`config.mk`:
```
export PLATFORM = sky130hd
export DESIGN_NAME = bdc_line_codec
export DESIGN_NICKNAME = d
export VERILOG_FILES = /design/src/rtl/bdc_pkg.sv /design/src/rtl/bdc_pattern_scan.sv /design/src/rtl/bdc_pack.sv /design/src/rtl/bdc_unpack.sv /design/src/rtl/bdc_line_codec.sv
export SDC_FILE = /design/constraint.sdc
export NUM_CORES = 2
export LEC_CHECK = 0
export CAP_MARGIN = 10
export CORE_UTILIZATION = 30
export DETAILED_ROUTE_END_ITERATION = 6
export PLACE_DENSITY = 0.56
export SYNTH_ARGS = -nofsm -noshare
export SYNTH_HDL_FRONTEND = slang
export SYNTH_HIERARCHICAL = 1
export SYNTH_SLANG_ARGS = --single-unit
export TNS_END_PERCENT = 100
```
`constraint.sdc`:
```
create_clock -name clk -period 0.9 [get_ports clk]
set_clock_uncertainty 0.2 [all_clocks]
set_input_delay 0.09 -clock clk [delete_from_list [all_inputs] [get_ports clk]]
set_output_delay 0.09 -clock clk [all_outputs]
set_load 0.05 [all_outputs]
```
`src/rtl/bdc_pkg.sv`:
```
package bdc_pkg;

  typedef enum logic [1:0] {
    ENC_RAW       = 2'b00,
    ENC_ZERO      = 2'b01,
    ENC_REPEAT    = 2'b10,
    ENC_BASEDELTA = 2'b11
  } enc_e;

endpackage

```
`src/rtl/bdc_pattern_scan.sv`:
```
// Per-word difference against word 0 and pattern flags for the whole line.
module bdc_pattern_scan #(
  parameter int WORDS   = 8,
  parameter int WORD_W  = 32,
  parameter int DELTA_W = 8,
  localparam int LINE_W = WORDS * WORD_W
) (
  input  logic [LINE_W-1:0]        line_i,
  output logic                     all_zero_o,
  output logic                     all_same_o,
  output logic                     deltas_fit_o,
  output logic [WORDS*DELTA_W-1:0] deltas_o
);

  localparam int HI_W = WORD_W - DELTA_W + 1;

  logic [WORDS-1:0] word_nz;
  logic [WORDS-1:0] word_same;
  logic [WORDS-1:0] word_fit;

  for (genvar gi = 0; gi < WORDS; gi++) begin : g_word
    logic [WORD_W-1:0] diff;
    logic [HI_W-1:0]   hi;
    always_comb begin
      diff         = line_i[gi*WORD_W +: WORD_W] - line_i[0 +: WORD_W];
      hi           = diff[WORD_W-1:DELTA_W-1];
      word_nz[gi]  = |line_i[gi*WORD_W +: WORD_W];
      word_same[gi] = (diff == '0);
      // a signed delta fits when its upper bits are pure sign extension
      word_fit[gi] = (&hi) | ~(|hi);
      deltas_o[gi*DELTA_W +: DELTA_W] = diff[DELTA_W-1:0];
    end
  end

  assign all_zero_o   = ~(|word_nz);
  assign all_same_o   = &word_same;
  assign deltas_fit_o = &word_fit;

endmodule

```
`src/rtl/bdc_pack.sv`:
```
// Priority select of the encoding and assembly of the payload bus.
module bdc_pack
  import bdc_pkg::*;
#(
  parameter int WORDS   = 8,
  parameter int WORD_W  = 32,
  parameter int DELTA_W = 8,
  localparam int LINE_W     = WORDS * WORD_W,
  localparam int LINE_BYTES = LINE_W / 8,
  localparam int SIZE_W     = $clog2(LINE_BYTES + 1),
  localparam int BD_W       = WORD_W + WORDS * DELTA_W
) (
  input  logic [LINE_W-1:0]        line_i,
  input  logic                     all_zero_i,
  input  logic                     all_same_i,
  input  logic                     deltas_fit_i,
  input  logic [WORDS*DELTA_W-1:0] deltas_i,
  output enc_e                     tag_o,
  output logic [LINE_W-1:0]        payload_o,
  output logic [SIZE_W-1:0]        size_o
);

  localparam logic [SIZE_W-1:0] SZ_RAW    = SIZE_W'(LINE_BYTES);
  localparam logic [SIZE_W-1:0] SZ_REPEAT = SIZE_W'(WORD_W / 8);
  localparam logic [SIZE_W-1:0] SZ_BD     = SIZE_W'(BD_W / 8);

  always_comb begin
    payload_o = '0;
    if (all_zero_i) begin
      tag_o  = ENC_ZERO;
      size_o = '0;
    end else if (all_same_i) begin
      tag_o  = ENC_REPEAT;
      size_o = SZ_REPEAT;
      payload_o[WORD_W-1:0] = line_i[WORD_W-1:0];
    end else if (deltas_fit_i) begin
      tag_o  = ENC_BASEDELTA;
      size_o = SZ_BD;
      payload_o[BD_W-1:0] = {deltas_i, line_i[WORD_W-1:0]};
    end else begin
      tag_o     = ENC_RAW;
      size_o    = SZ_RAW;
      payload_o = line_i;
    end
  end

endmodule

```
`src/rtl/bdc_unpack.sv`:
```
// Rebuilds a line: one adder per word adds the base to a sign-extended delta.
module bdc_unpack
  import bdc_pkg::*;
#(
  parameter int WORDS   = 8,
  parameter int WORD_W  = 32,
  parameter int DELTA_W = 8,
  localparam int LINE_W = WORDS * WORD_W
) (
  input  enc_e              tag_i,
  input  logic [LINE_W-1:0] payload_i,
  output logic [LINE_W-1:0] line_o
);

  logic [WORD_W-1:0] base;
  logic [LINE_W-1:0] bd_line;
  logic [LINE_W-1:0] rep_line;

  assign base = payload_i[WORD_W-1:0];

  for (genvar gi = 0; gi < WORDS; gi++) begin : g_lane
    logic [DELTA_W-1:0] d;
    assign d = payload_i[WORD_W + gi*DELTA_W +: DELTA_W];
    assign bd_line[gi*WORD_W +: WORD_W] =
      base + {{(WORD_W-DELTA_W){d[DELTA_W-1]}}, d};
    assign rep_line[gi*WORD_W +: WORD_W] = base;
  end

  always_comb begin
    unique case (tag_i)
      ENC_ZERO:      line_o = '0;
      ENC_REPEAT:    line_o = rep_line;
      ENC_BASEDELTA: line_o = bd_line;
      default:       line_o = payload_i;
    endcase
  end

endmodule

```
`src/rtl/bdc_line_codec.sv`:
```
module bdc_line_codec
  import bdc_pkg::*;
#(
  parameter int WORDS   = 8,
  parameter int WORD_W  = 32,
  parameter int DELTA_W = 8,
  localparam int LINE_W = WORDS * WORD_W,
  localparam int SIZE_W = $clog2(LINE_W / 8 + 1)
) (
  input  logic              clk,
  input  logic              rst_n,
  input  logic              cmp_valid_i,
  input  logic [LINE_W-1:0] cmp_line_i,
  output logic              cmp_valid_o,
  output logic [1:0]        cmp_tag_o,
  output logic [LINE_W-1:0] cmp_payload_o,
  output logic [SIZE_W-1:0] cmp_size_o,
  input  logic              dec_valid_i,
  input  logic [1:0]        dec_tag_i,
  input  logic [LINE_W-1:0] dec_payload_i,
  output logic              dec_valid_o,
  output logic [LINE_W-1:0] dec_line_o
);

  // ---------------- compress path ----------------
  logic                     scan_zero, scan_same, scan_fit;
  logic [WORDS*DELTA_W-1:0] scan_deltas;
  enc_e                     pack_tag;
  logic [LINE_W-1:0]        pack_payload;
  logic [SIZE_W-1:0]        pack_size;

  bdc_pattern_scan #(.WORDS(WORDS), .WORD_W(WORD_W), .DELTA_W(DELTA_W)) u_scan (
    .line_i       (cmp_line_i),
    .all_zero_o   (scan_zero),
    .all_same_o   (scan_same),
    .deltas_fit_o (scan_fit),
    .deltas_o     (scan_deltas)
  );

  bdc_pack #(.WORDS(WORDS), .WORD_W(WORD_W), .DELTA_W(DELTA_W)) u_pack (
    .line_i       (cmp_line_i),
    .all_zero_i   (scan_zero),
    .all_same_i   (scan_same),
    .deltas_fit_i (scan_fit),
    .deltas_i     (scan_deltas),
    .tag_o        (pack_tag),
    .payload_o    (pack_payload),
    .size_o       (pack_size)
  );

  logic              cmp_vld_d, cmp_vld_q;
  logic [1:0]        cmp_tag_d, cmp_tag_q;
  logic [LINE_W-1:0] cmp_pay_d, cmp_pay_q;
  logic [SIZE_W-1:0] cmp_size_d, cmp_size_q;

  always_comb begin
    cmp_vld_d  = cmp_valid_i;
    cmp_tag_d  = cmp_tag_q;
    cmp_pay_d  = cmp_pay_q;
    cmp_size_d = cmp_size_q;
    if (cmp_valid_i) begin
      cmp_tag_d  = pack_tag;
      cmp_pay_d  = pack_payload;
      cmp_size_d = pack_size;
    end
  end

  always_ff @(posedge clk or negedge rst_n) begin
    if (!rst_n) begin
      cmp_vld_q  <= 1'b0;
      cmp_tag_q  <= ENC_RAW;
      cmp_pay_q  <= '0;
      cmp_size_q <= '0;
    end else begin
      cmp_vld_q <= cmp_vld_d;
      if (cmp_valid_i) begin
        cmp_tag_q  <= cmp_tag_d;
        cmp_pay_q  <= cmp_pay_d;
        cmp_size_q <= cmp_size_d;
      end
    end
  end

  assign cmp_valid_o   = cmp_vld_q;
  assign cmp_tag_o     = cmp_tag_q;
  assign cmp_payload_o = cmp_pay_q;
  assign cmp_size_o    = cmp_size_q;

  // ---------------- expand path ----------------
  logic [LINE_W-1:0] unpack_line;
  logic              dec_vld_d, dec_vld_q;
  logic [LINE_W-1:0] dec_line_d, dec_line_q;

  bdc_unpack #(.WORDS(WORDS), .WORD_W(WORD_W), .DELTA_W(DELTA_W)) u_unpack (
    .tag_i     (enc_e'(dec_tag_i)),
    .payload_i (dec_payload_i),
    .line_o    (unpack_line)
  );

  always_comb begin
    dec_vld_d  = dec_valid_i;
    dec_line_d = dec_valid_i ? unpack_line : dec_line_q;
  end

  always_ff @(posedge clk or negedge rst_n) begin
    if (!rst_n) begin
      dec_vld_q  <= 1'b0;
      dec_line_q <= '0;
    end else begin
      dec_vld_q <= dec_vld_d;
      if (dec_valid_i) begin
        dec_line_q <= dec_line_d;
      end
    end
  end

  assign dec_valid_o = dec_vld_q;
  assign dec_line_o  = dec_line_q;

endmodule

```
==> parameters.txt <==
Parameter                              Value

Hold path
  Class of the worst hold path    in -> reg
  Hold path depth    2
  Hold Path End    dec_line_o[127]
  Beginning of the worst hold path    dec_valid_i

Setup path
  R2R cell count    1
  Arrival time of data at the critical path endpoint    5400 ps
  Cell with the biggest individual delay on the critical path    sky130_fd_sc_hd__clkdlybuf4s50_1
  Critical Path Max Stage Delay    580 ps
  CP Class    in -> reg
  Startpoint of the worst register-to-register path    cmp_payload_o[66]
  Endpoint of the most critical register-to-register path    cmp_payload_o[66]
  Category of the worst setup path launch point    primary input
  Cell Chain, Critical Path    clkdlybuf4s50_1 -> ha_1 -> buf_4 -> a21oi_1 -> o21ai_0 -> a221oi_1 -> o21ai_0 -> xor2_1 -> nor4_4 -> buf_4 -> nand4_1 -> nor3_2 -> nand4b_1 -> a211o_4 -> a2111oi_4 -> clkbuf_16 -> nor3_4 -> buf_12 -> buf_16 -> and2_1 -> mux2_2
  Register-to-register setup slack    -150 ps
  Critical Path RT    1280 ps
  Kind of end point of the critical path    register
  Maximum fanout along the worst path    22

Global routing
  Overall fraction of global-route tracks in use    36.1%
  Largest net degree at the start of global routing    54
  Global-route wire length before repair    460000 um
  Vias in the first global route    66037
  Antenna violations before repair    43
  Sum of overflow across all layers after global routing    0

Timing
  Unrepaired setup endpoints after global routing    true
  Final-report max-slew violation count    0
  Worst Hold Slack    -471 ps
  Slew headroom    26.4%
  Final setup vio count    1551
  Upper clock frequency limit    199 MHz
  Time the final worst path needs with I/O delays and setup    5030 ps
  Final total negative setup slack    -1980500 ps
  Hold Fails Final Rpt    529
  Setup ws final    -4130 ps
  Worst slew pin tran    1100 ps
  Portion of the clock cycle consumed by the worst path in the final layout    558%

Power
  Max rail drop VDD    1.34 mV
  Reported leakage power    46.9 nW
  Design Power    0.143 W
  Ratio of total power to cell area    1430 mW/mm^2

Clocking
  Clk slew on worst S/H paths    60 ps
  Num CTS Buffers    71
  Number of H-tree levels    3
  Buffer levels on the longest clock path    3
  CTS tree    yes
  Sink count of the clock tree    522
  Clock root cell    sky130_fd_sc_hd__clkbuf_16
  Clock insertion delay at the later pin of the skew report    690 ps

Placed design
  Gpl congestion    1.09
  Worst-case setup slack after placement    -5430 ps
  DP Wirelength    281000 um
  Buffers on Ports    1039

Logic synthesis
  Post-Synthesis Cell Area    0.0523 sq mm
  Number of synthesis warnings    6
  EDFF count, synth    0
  Dominant cell by count in the synthesized netlist    sky130_fd_sc_hd__a21oi_1
  Mean area per synthesized cell    8.77 sq um
  Most used DFF post-synth    sky130_fd_sc_hd__dfrtp_1
  Distinct cells, synth    104
  Mapped Cells    5969
  Portion of the post-synthesis area used by sequential elements    25.0%
  FF+latch count, synth    522
  Largest area contributor in the netlist    sky130_fd_sc_hd__dfrtp_1
  Top cells by instance count after synthesis    sky130_fd_sc_hd__a21oi_1, sky130_fd_sc_hd__mux2_2, sky130_fd_sc_hd__dfrtp_1, sky130_fd_sc_hd__ha_1, sky130_fd_sc_hd__nor2_1
  Top post-synthesis cells by area    sky130_fd_sc_hd__dfrtp_1, sky130_fd_sc_hd__mux2_2, sky130_fd_sc_hd__ha_1, sky130_fd_sc_hd__a21oi_1, sky130_fd_sc_hd__xnor2_1
  Yosys top cell area share    25.0%
  Post-synthesis async set-or-reset flop share    100%

Routing
  Final WL    333000 um
  Routed wire per std cell    27.3 um
  Detailed router's first-iteration violation count    6714
  Vias per cell    5.49
  Drt first pass iters    6
  Total vias in the final route    66845
  DRC errors left    0
  Antenna-violating nets left    0

Layout
  Fraction of final layout cells with drive strength greater than 1    47.8%
  Area of the multi-input gates    0.0402 sq mm
  Layout overhead on the synthesized area    91.2%
  Post-layout nets    10784
  Sequential cell area    0.0131 sq mm
  Fill count    15057

Status
  Failing checks    negative hold slack, negative setup slack
  Run status    complete, but fails checks

Die
  Die ar.    0.176 sq mm
  Cell row count    152
  Die extent in y    420 um
  I/O pin count    1040
  Floorplan die width    420 um
  Initial core utilization    30.3%
  Area of the core    0.172 sq mm

Job
  Number of violations of the max-capacitance limit    0
-- critical path: cells and delay by family --
| family | cells | cell delay (ps) |
|---|---|---|
| compound gates | 6 | 1830 |
| xor+xnor | 1 | 230 |
| fa+ha+maj | 1 | 310 |
| buf+inv | 6 | 1490 |
| mux | 1 | 270 |
| simple gates | 6 | 1110 |
-- per-stage QoR --
step	utilization, %	std cells	cell area, sq um	hold WS [ps]
floorplan	-	5978	52700	-406
global placement	54.0	11916	93100	-285
detailed placement	54.0	11916	93100	-285
CTS	57.1	12120	98500	-512
global route	58.0	12166	100000	-480
finish	58.0	12170	100000	-471
-- cells by family (layout without fill, tap and decap cells) --
| kind of cell | Yosys count | after routing | share of synthesized area, % |
|---|---|---|---|
| compound gates | 1833 | 1833 | 22.8 |
| xor+xnor | 368 | 368 | 6.16 |
| fa+ha+maj | 480 | 480 | 11.7 |
| buf+inv | 485 | 4344 | 4.49 |
| flops | 522 | 522 | 25.0 |
| mux | 643 | 643 | 13.5 |
| other cells | 2 | 34 | 0.0143 |
| simple gates | 1636 | 1636 | 16.3 |
-- layout by cell type (no fill, tap or decap), types with 226 or more instances in the layout --
cell type and count:
sky130_fd_sc_hd__nor2_1 328, sky130_fd_sc_hd__buf_12 688, sky130_fd_sc_hd__o21ai_0 226, sky130_fd_sc_hd__buf_4 2752
sky130_fd_sc_hd__ha_1 386, sky130_fd_sc_hd__clkdlybuf4s50_1 400, sky130_fd_sc_hd__nand2_1 310, sky130_fd_sc_hd__mux2_2 424
sky130_fd_sc_hd__a21oi_1 528, sky130_fd_sc_hd__dfrtp_1 522
-- sequential cells by signal, indices dropped and copies added, names as in the netlist --
name / cells
cmp_payload_o: 256
dec_line_o: 256
cmp_size_o: 6
cmp_tag_o: 2
cmp_valid_o: 1
dec_valid_o: 1
-- where the power goes --
| part | internal [W] | leakage [nW] | switching (W) | total, W |
|---|---|---|---|---|
| sequential | 0.0265 | 6.32 | 0.00199 | 0.0285 |
| clock | 0.0170 | 1.18 | 0.0132 | 0.0302 |
| combinational | 0.0420 | 39.4 | 0.0429 | 0.0848 |
-- final cells by class --
cell class,instances,share of cell area (%)
diodes,23,0.0575
clock buffers,91,2.02
repair buffers,4033,40.6
multi-input cells,4971,40.2
inverters,187,0.765
clock inverters,33,0.431
flip-flops and latches,522,13.1
well taps,2310,2.89
-- worst max path at each step --
stage,start,endpoint,slack (ps),cells past startpoint
floorplan,cmp_line_i[15],cmp_payload_o[71],-3810,21
global route,cmp_line_i[47],cmp_payload_o[50],-4200,21
finish,cmp_line_i[47],cmp_payload_o[162],-4130,21
CTS,cmp_line_i[4],cmp_payload_o[162],-3830,24
global placement,cmp_line_i[32],cmp_payload_o[98],-5250,22
detailed placement,cmp_line_i[13],cmp_payload_o[116],-5430,22
-- what timing repair did --
item	CTS	global route
endpoints found under the hold margin	1044	529
hold buffers	9	2
endpoints found under the setup margin	1042	1553
setup buffers	63	20
gates resized for setup	649	275
pin swaps	151	97
gates cloned	8	7
-- layer usage --
layer	wire length, um	vias to the layer above	share of wire (%)	GRT usage (%)
met5	102	-	0.031	0
met2	146000	3401	44	55.5
li1	-	30105	-	-
met3	29200	814	8.8	7.24
met1	132000	32509	40	45.4
met4	25500	16	7.7	24.3
Power figures use the tool's default switching activity.
